===== src/rtl/cmaint_pkg.sv =====
package cmaint_pkg;

    typedef enum logic [1:0] {
        OP_NONE  = 2'b00,
        OP_INV   = 2'b01,
        OP_WBINV = 2'b10,
        OP_TLBPG = 2'b11
    } maint_op_e;

    typedef enum logic [2:0] {
        ST_IDLE,
        ST_SCAN,
        ST_WBACK,
        ST_CLEAR,
        ST_TLB,
        ST_FIN
    } seq_state_e;

endpackage


===== src/rtl/cmaint_line_store.sv =====
module cmaint_line_store #(
    parameter int NLINES = 16,
    parameter int TAG_W  = 8,
    parameter int DATA_W = 32,
    localparam int IDX_W = $clog2(NLINES)
) (
    input  logic              clk,
    input  logic              rst_n,
    input  logic              fill_en,
    input  logic [IDX_W-1:0]  fill_idx,
    input  logic [TAG_W-1:0]  fill_tag,
    input  logic [DATA_W-1:0] fill_data,
    input  logic              fill_dirty,
    input  logic              clr_all,
    input  logic              clr_dirty_en,
    input  logic [IDX_W-1:0]  walk_idx,
    output logic              walk_valid,
    output logic              walk_dirty,
    output logic [TAG_W-1:0]  walk_tag,
    output logic [DATA_W-1:0] walk_data,
    input  logic [IDX_W-1:0]  peek_idx,
    output logic              peek_valid,
    output logic              peek_dirty,
    output logic [TAG_W-1:0]  peek_tag
);

    typedef struct packed {
        logic [NLINES-1:0]             valid;
        logic [NLINES-1:0]             dirty;
        logic [NLINES-1:0][TAG_W-1:0]  tag;
        logic [NLINES-1:0][DATA_W-1:0] data;
    } line_arr_t;

    line_arr_t q, d;

    always_comb begin
        d = q;
        if (fill_en) begin
            d.valid[fill_idx] = 1'b1;
            d.dirty[fill_idx] = fill_dirty;
            d.tag[fill_idx]   = fill_tag;
            d.data[fill_idx]  = fill_data;
        end
        if (clr_dirty_en) begin
            d.dirty[walk_idx] = 1'b0;
        end
        if (clr_all) begin
            d.valid = '0;
            d.dirty = '0;
        end
    end

    always_ff @(posedge clk or negedge rst_n) begin
        if (!rst_n) q <= '0;
        else        q <= d;
    end

    assign walk_valid = q.valid[walk_idx];
    assign walk_dirty = q.dirty[walk_idx];
    assign walk_tag   = q.tag[walk_idx];
    assign walk_data  = q.data[walk_idx];
    assign peek_valid = q.valid[peek_idx];
    assign peek_dirty = q.dirty[peek_idx];
    assign peek_tag   = q.tag[peek_idx];

endmodule


===== src/rtl/cmaint_tlb_store.sv =====
module cmaint_tlb_store #(
    parameter int NTLB   = 8,
    parameter int PAGE_W = 20,
    localparam int SLOT_W = $clog2(NTLB)
) (
    input  logic              clk,
    input  logic              rst_n,
    input  logic              fill_en,
    input  logic [SLOT_W-1:0] fill_slot,
    input  logic [PAGE_W-1:0] fill_page,
    input  logic              flush_en,
    input  logic [PAGE_W-1:0] flush_page,
    input  logic [SLOT_W-1:0] peek_slot,
    output logic              peek_valid,
    output logic [PAGE_W-1:0] peek_page
);

    typedef struct packed {
        logic [NTLB-1:0]             valid;
        logic [NTLB-1:0][PAGE_W-1:0] page;
    } tlb_arr_t;

    tlb_arr_t q, d;
    logic [NTLB-1:0] hit;

    for (genvar s = 0; s < NTLB; s++) begin : g_match
        assign hit[s] = q.valid[s] && (q.page[s] == flush_page);
    end

    always_comb begin
        d = q;
        if (fill_en) begin
            d.valid[fill_slot] = 1'b1;
            d.page[fill_slot]  = fill_page;
        end
        if (flush_en) begin
            d.valid = d.valid & ~hit;
        end
    end

    always_ff @(posedge clk or negedge rst_n) begin
        if (!rst_n) q <= '0;
        else        q <= d;
    end

    assign peek_valid = q.valid[peek_slot];
    assign peek_page  = q.page[peek_slot];

endmodule


===== src/rtl/cmaint_seq_fsm.sv =====
module cmaint_seq_fsm
    import cmaint_pkg::*;
#(
    parameter int NLINES = 16,
    parameter int TAG_W  = 8,
    parameter int DATA_W = 32,
    parameter int PAGE_W = 20,
    localparam int IDX_W  = $clog2(NLINES),
    localparam int ADDR_W = TAG_W + IDX_W
) (
    input  logic              clk,
    input  logic              rst_n,
    input  logic              cmd_valid,
    input  logic [1:0]        cmd_op,
    input  logic [PAGE_W-1:0] cmd_page,
    output logic              busy,
    output logic              done,
    output logic              ext_inv,
    output logic              ext_wbinv,
    output logic [IDX_W-1:0]  walk_idx,
    input  logic              walk_valid,
    input  logic              walk_dirty,
    input  logic [TAG_W-1:0]  walk_tag,
    input  logic [DATA_W-1:0] walk_data,
    output logic              clr_all,
    output logic              clr_dirty,
    output logic              tlb_flush,
    output logic [PAGE_W-1:0] tlb_flush_page,
    output logic              wb_req,
    output logic [ADDR_W-1:0] wb_addr,
    output logic [DATA_W-1:0] wb_data,
    input  logic              wb_ack
);

    localparam logic [IDX_W-1:0] LAST_IDX = IDX_W'(NLINES - 1);

    typedef struct packed {
        seq_state_e        st;
        maint_op_e         op;
        logic [PAGE_W-1:0] page;
        logic [IDX_W-1:0]  idx;
    } seq_regs_t;

    localparam seq_regs_t SEQ_RESET = '{st: ST_IDLE, op: OP_NONE, page: '0, idx: '0};

    seq_regs_t q, d;
    maint_op_e op_in;

    assign op_in = maint_op_e'(cmd_op);

    always_comb begin
        d         = q;
        clr_all   = 1'b0;
        clr_dirty = 1'b0;
        tlb_flush = 1'b0;
        unique case (q.st)
            ST_IDLE: begin
                if (cmd_valid && op_in != OP_NONE) begin
                    d.op   = op_in;
                    d.page = cmd_page;
                    d.idx  = '0;
                    unique case (op_in)
                        OP_INV:   d.st = ST_CLEAR;
                        OP_WBINV: d.st = ST_SCAN;
                        OP_TLBPG: d.st = ST_TLB;
                        default:  d.st = ST_IDLE;
                    endcase
                end
            end
            ST_SCAN: begin
                if (walk_valid && walk_dirty) begin
                    d.st = ST_WBACK;
                end else if (q.idx == LAST_IDX) begin
                    d.st = ST_CLEAR;
                end else begin
                    d.idx = q.idx + 1'b1;
                end
            end
            ST_WBACK: begin
                if (wb_ack) begin
                    clr_dirty = 1'b1;
                    if (q.idx == LAST_IDX) begin
                        d.st = ST_CLEAR;
                    end else begin
                        d.idx = q.idx + 1'b1;
                        d.st  = ST_SCAN;
                    end
                end
            end
            ST_CLEAR: begin
                clr_all = 1'b1;
                d.st    = ST_FIN;
            end
            ST_TLB: begin
                tlb_flush = 1'b1;
                d.st      = ST_FIN;
            end
            ST_FIN: begin
                d.st = ST_IDLE;
                d.op = OP_NONE;
            end
            default: d = SEQ_RESET;
        endcase
    end

    always_ff @(posedge clk or negedge rst_n) begin
        if (!rst_n) q <= SEQ_RESET;
        else        q <= d;
    end

    assign busy           = (q.st != ST_IDLE);
    assign done           = (q.st == ST_FIN);
    assign ext_inv        = done && (q.op == OP_INV);
    assign ext_wbinv      = done && (q.op == OP_WBINV);
    assign walk_idx       = q.idx;
    assign tlb_flush_page = q.page;
    assign wb_req         = (q.st == ST_WBACK);
    assign wb_addr        = {walk_tag, q.idx};
    assign wb_data        = walk_data;

endmodule


===== src/rtl/cache_maint_seq.sv =====
module cache_maint_seq #(
    parameter int NLINES = 16,
    parameter int TAG_W  = 8,
    parameter int DATA_W = 32,
    parameter int PAGE_W = 20,
    parameter int NTLB   = 8,
    localparam int IDX_W  = $clog2(NLINES),
    localparam int SLOT_W = $clog2(NTLB),
    localparam int ADDR_W = TAG_W + IDX_W
) (
    input  logic              clk,
    input  logic              rst_n,
    input  logic              cmd_valid,
    input  logic [1:0]        cmd_op,
    input  logic [PAGE_W-1:0] cmd_page,
    output logic              busy,
    output logic              done,
    input  logic              line_wr_en,
    input  logic [IDX_W-1:0]  line_wr_idx,
    input  logic [TAG_W-1:0]  line_wr_tag,
    input  logic [DATA_W-1:0] line_wr_data,
    input  logic              line_wr_dirty,
    input  logic [IDX_W-1:0]  line_rd_idx,
    output logic              line_rd_valid,
    output logic              line_rd_dirty,
    output logic [TAG_W-1:0]  line_rd_tag,
    input  logic              tlb_wr_en,
    input  logic [SLOT_W-1:0] tlb_wr_slot,
    input  logic [PAGE_W-1:0] tlb_wr_page,
    input  logic [SLOT_W-1:0] tlb_rd_slot,
    output logic              tlb_rd_valid,
    output logic [PAGE_W-1:0] tlb_rd_page,
    output logic              wb_req,
    output logic [ADDR_W-1:0] wb_addr,
    output logic [DATA_W-1:0] wb_data,
    input  logic              wb_ack,
    output logic              ext_inv,
    output logic              ext_wbinv
);

    logic [IDX_W-1:0]  walk_idx;
    logic              walk_valid;
    logic              walk_dirty;
    logic [TAG_W-1:0]  walk_tag;
    logic [DATA_W-1:0] walk_data;
    logic              clr_all;
    logic              clr_dirty;
    logic              tlb_flush;
    logic [PAGE_W-1:0] tlb_flush_page;
    logic              line_fill_ok;
    logic              tlb_fill_ok;

    assign line_fill_ok = line_wr_en && !busy;
    assign tlb_fill_ok  = tlb_wr_en && !busy;

    cmaint_seq_fsm #(
        .NLINES(NLINES), .TAG_W(TAG_W), .DATA_W(DATA_W), .PAGE_W(PAGE_W)
    ) u_fsm (
        .clk(clk), .rst_n(rst_n),
        .cmd_valid(cmd_valid), .cmd_op(cmd_op), .cmd_page(cmd_page),
        .busy(busy), .done(done), .ext_inv(ext_inv), .ext_wbinv(ext_wbinv),
        .walk_idx(walk_idx), .walk_valid(walk_valid), .walk_dirty(walk_dirty),
        .walk_tag(walk_tag), .walk_data(walk_data),
        .clr_all(clr_all), .clr_dirty(clr_dirty),
        .tlb_flush(tlb_flush), .tlb_flush_page(tlb_flush_page),
        .wb_req(wb_req), .wb_addr(wb_addr), .wb_data(wb_data), .wb_ack(wb_ack)
    );

    cmaint_line_store #(
        .NLINES(NLINES), .TAG_W(TAG_W), .DATA_W(DATA_W)
    ) u_lines (
        .clk(clk), .rst_n(rst_n),
        .fill_en(line_fill_ok), .fill_idx(line_wr_idx), .fill_tag(line_wr_tag),
        .fill_data(line_wr_data), .fill_dirty(line_wr_dirty),
        .clr_all(clr_all), .clr_dirty_en(clr_dirty),
        .walk_idx(walk_idx), .walk_valid(walk_valid), .walk_dirty(walk_dirty),
        .walk_tag(walk_tag), .walk_data(walk_data),
        .peek_idx(line_rd_idx), .peek_valid(line_rd_valid),
        .peek_dirty(line_rd_dirty), .peek_tag(line_rd_tag)
    );

    cmaint_tlb_store #(
        .NTLB(NTLB), .PAGE_W(PAGE_W)
    ) u_tlb (
        .clk(clk), .rst_n(rst_n),
        .fill_en(tlb_fill_ok), .fill_slot(tlb_wr_slot), .fill_page(tlb_wr_page),
        .flush_en(tlb_flush), .flush_page(tlb_flush_page),
        .peek_slot(tlb_rd_slot), .peek_valid(tlb_rd_valid), .peek_page(tlb_rd_page)
    );

endmodule


===== config.mk =====
export PLATFORM = sky130hd
export DESIGN_NAME = cache_maint_seq
export DESIGN_NICKNAME = d
export VERILOG_FILES = /design/src/rtl/cmaint_pkg.sv /design/src/rtl/cmaint_line_store.sv /design/src/rtl/cmaint_tlb_store.sv /design/src/rtl/cmaint_seq_fsm.sv /design/src/rtl/cache_maint_seq.sv
export SDC_FILE = /design/constraint.sdc
export NUM_CORES = 2
export LEC_CHECK = 0
export BUFFER_PORTS_ARGS = -buffer_cell sky130_fd_sc_hd__clkbuf_2
export CORE_ASPECT_RATIO = 1.1
export CORE_MARGIN = 4
export CORE_UTILIZATION = 40
export DETAILED_ROUTE_END_ITERATION = 16
export GPL_TIMING_DRIVEN = 0
export HOLD_SLACK_MARGIN = 0.05
export PLACE_DENSITY_LB_ADDON = 0.05
export SLEW_MARGIN = 30
export SYNTH_ARGS = -nofsm -noshare
export SYNTH_HDL_FRONTEND = slang
export SYNTH_SLANG_ARGS = --single-unit

===== constraint.sdc =====
create_clock -name clk -period 3.6 [get_ports clk]
set_clock_uncertainty 0.05 [all_clocks]
set_input_delay 0.18 -clock clk [delete_from_list [all_inputs] [get_ports clk]]
set_output_delay 0.18 -clock clk [all_outputs]
set_load 0.005 [all_outputs]

==> results.json <==
{
  "path_class": "reg -> out",
  "synth_cell_types": 54,
  "design.die.area_mm2": 0.110,
  "power_density_mw_per_mm2": 876,
  "setup_viol": 0,
  "worstMarginPinSlew_ns": 1.06,
  "grt_pass1_wl_um": 194000,
  "cts.sinks": 869,
  "crit_required_ns": 3.37,
  "cellInternalPower_uw": 29300,
  "first_iter_violations": 1538,
  "portBuffers": 174,
  "power_uw": 43400,
  "fp.dieW_um": 317,
  "synth_area_leader_cell": "dfrtp_1",
  "swShare_pct": 32.4,
  "r2r_slack_ns": 0.50,
  "grt-ovfl-total": 0,
  "p_clk_share_pct": 23.6,
  "status": "complete, no violations",
  "drive_gt1_share_pct": 49.8,
  "cts_buffer_depth": 3,
  "min_from": "cmd_page[7]",
  "synth.cell_area_mm2": 0.0420,
  "synth_area_leaders": "dfrtp_1, mux2_2, mux4_2",
  "antenna_left": 0,
  "core_mm2": 0.104,
  "fin_crit_ns": 3.50,
  "seqPwrFrac_pct": 40.4,
  "drc": 0,
  "crit_path_start_kind": "flip-flop",
  "cp_max_fo": 10,
  "dr_total_vias": 25900,
  "dp_hpwl_um": 89000,
  "h-tree-depth": 3,
  "cts_tree": "built",
  "tns_ns": 0,
  "synthesis.nets": 2835,
  "ir_drop_v": 0.000391,
  "grt.total_usage_pct": 23.9,
  "initial_core_util_pct": 40.4,
  "startpoint": "u_fsm.walk_idx[3]$_DFFE_PN0P_",
  "cts-buffers-inserted": 100,
  "avgRoutedWirePerCell_um": 28.5,
  "end_kind": "output port",
  "syn-instance-count": 2725,
  "p_leak_uw": 0.0222,
  "cp-endpoint": "wb_data[21]",
  "wl_um": 131000,
  "worstSkewPairLatency_ns": 0.66,
  "fin_area_mm2": 0.0495,
  "hold_class": "in -> reg",
  "synthArstFlopShare_pct": 100,
  "ff2ff_path_depth": 7,
  "antenna_found_initial": 6,
  "slew_headroom_pct": 29.3,
  "cts_root_buffer": "clkbuf_16",
  "nNetsFinal": 3229,
  "grt_pass1_vias": 28600,
  "synthDominantCellAreaShare_pct": 51.7,
  "synth-main-ff-cell": "dfrtp_1",
  "min_period_over_period_pct": 97.3,
  "via_per_inst": 5.65,
  "finalWeightedCongestion": 0.885,
  "synth_seq_cells": 869,
  "clock.fmax_ghz": 0.286,
  "io_pins": 183,
  "synth_edf_count": 0,
  "dr.pass1.iters": 5,
  "synth.avg_cell_area_um2": 15.4,
  "clkTransAtPathRegs_ns": 0.06,
  "slew_viol_final": 0,
  "p_switching_uw": 14100,
  "row_count": 124,
  "grt_max_degree": 88,
  "drv_cap": 0,
  "yosysSeqAreaShare_pct": 51.7,
  "area_delta_synth_final_pct": 17.8,
  "r2r-start": "u_fsm.q[28]$_DFFE_PN0P_",
  "finalHoldViolCount": 0,
  "fp.dieH_um": 348,
  "pwr-share-comb_pct": 36.0,
  "rsz0062_at_grt": "true",
  "whs_ns": 0.242,
  "yosys_warnings": 0,
  "place_area_mm2": 0.0450,
  "arrival_ns": 3.27
}
area by class of cell:
class / count / area [um2]
fillers: 9040 / 54600
flip-flops and latches: 869 / 21700
well taps: 1386 / 1730
repair buffers: 292 / 2280
multi-input cells: 1606 / 19200
clock buffers: 158 / 3100
diodes: 1 / 2.50
inverters: 19 / 71.3
clock inverters: 21 / 218
plain buffers: 231 / 1190
power by group through the flow:
stage          Sequential (uW)  Combinational, uW  Clock, uW
2_1_floorplan            16500              10800          0
3_3_place_gp             17300              15200          0
3_5_place_dp             17600              15600          0
4_1_cts                  17500              15900      10500
5_1_grt                  18100              16800      10900
6_report                 17500              15600      10200
cells in the final DEF, fill, tap and decap left out, types with 36 or more instances in the layout:
cell type	synthesis	routed
clkbuf_1	109	111
clkbuf_8	0	36
clkbuf_16	0	102
xor2_1	128	128
nand2_1	70	70
nor2_1	40	39
mux4_2	292	292
clkbuf_2	0	186
dlygate4sd3_1	0	101
dfrtp_1	869	868
mux2_2	797	797
buf_2	97	88
through the flow:
| step | cells | setup slack (ns) | utilization, % |
|---|---|---|---|
| 2_1_floorplan | 2725 | 1.28 | - |
| 3_3_place_gp | 4285 | -18.29 | 42.9 |
| 3_5_place_dp | 4298 | -0.0271 | 43.2 |
| 4_1_cts | 4582 | -0.0476 | 47.6 |
| 5_1_grt | 4582 | -0.00994 | 47.6 |
| 6_report | 4583 | 0.0989 | 47.6 |
kinds of logic after synthesis:
| group | Yosys count | synth area share (%) |
|---|---|---|
| buffers and inverters | 250 | 2.63 |
| adder cells (fa/ha/maj) | 7 | 0.208 |
| XOR/XNOR | 160 | 3.33 |
| AO/OA/AOI/OAI | 60 | 0.958 |
| AND/OR/NAND/NOR | 249 | 3.10 |
| flip-flops | 869 | 51.7 |
| multiplexers | 1130 | 38.0 |
synthesized netlist by cell type, drive strengths merged (4+ instances only):
master	instances
inv	19
nor2	41
buf	122
a21oi	17
nor4	33
nand4	21
xnor2	32
clkbuf	109
mux4	292
a211oi	15
xor2	128
nand2	70
nor3	22
ha	7
nand3	37
nand3b	5
mux2i	16
nor3b	7
dfrtp	869
o21ai	7
nor2b	4
mux2	822
repair_timing:
action | CTS | global route
pin swaps | 1 | 0
gates resized for setup | 44 | 14
cloned | 0 | 0
endpoints found under the setup margin | 70 | 23
hold buffers | 102 | 0
buffers inserted | 3 | 0
endpoints found under the hold margin | 597 | 0
metal layers:
layer	wire, um	share of wire [%]	vias to the layer above	track usage (%)
li1	-	-	11000	-
met1	53900	41	13900	30.9
met2	64600	49	709	40.2
met3	6490	5.0	236	4.06
met4	5550	4.3	4	9.54
met5	27	0.021	-	0
critical path, cell delays in order (launching register included):
cell	delay [ns]
dfrtp_1	0.53
clkbuf_1	0.67
clkbuf_1	0.76
mux4_2	0.48
clkbuf_2	0.15
worst min-delay path by stage:
stage | slack (ns) | cells past startpoint | endpoint
2_1_floorplan | -0.17 | 0 | asynchronous set/reset pin
3_3_place_gp | 0.36 | 3 | u_fsm.tlb_flush_page[3]$_DFFE_PN0P_
5_1_grt | 0.24 | 4 | u_fsm.tlb_flush_page[19]$_DFFE_PN0P_
3_5_place_dp | 0.05 | 1 | asynchronous set/reset pin
6_report | 0.24 | 4 | u_fsm.tlb_flush_page[7]$_DFFE_PN0P_
4_1_cts | 0.18 | 4 | u_fsm.tlb_flush_page[7]$_DFFE_PN0P_
Note: power is estimated with default switching activity, not from simulation.
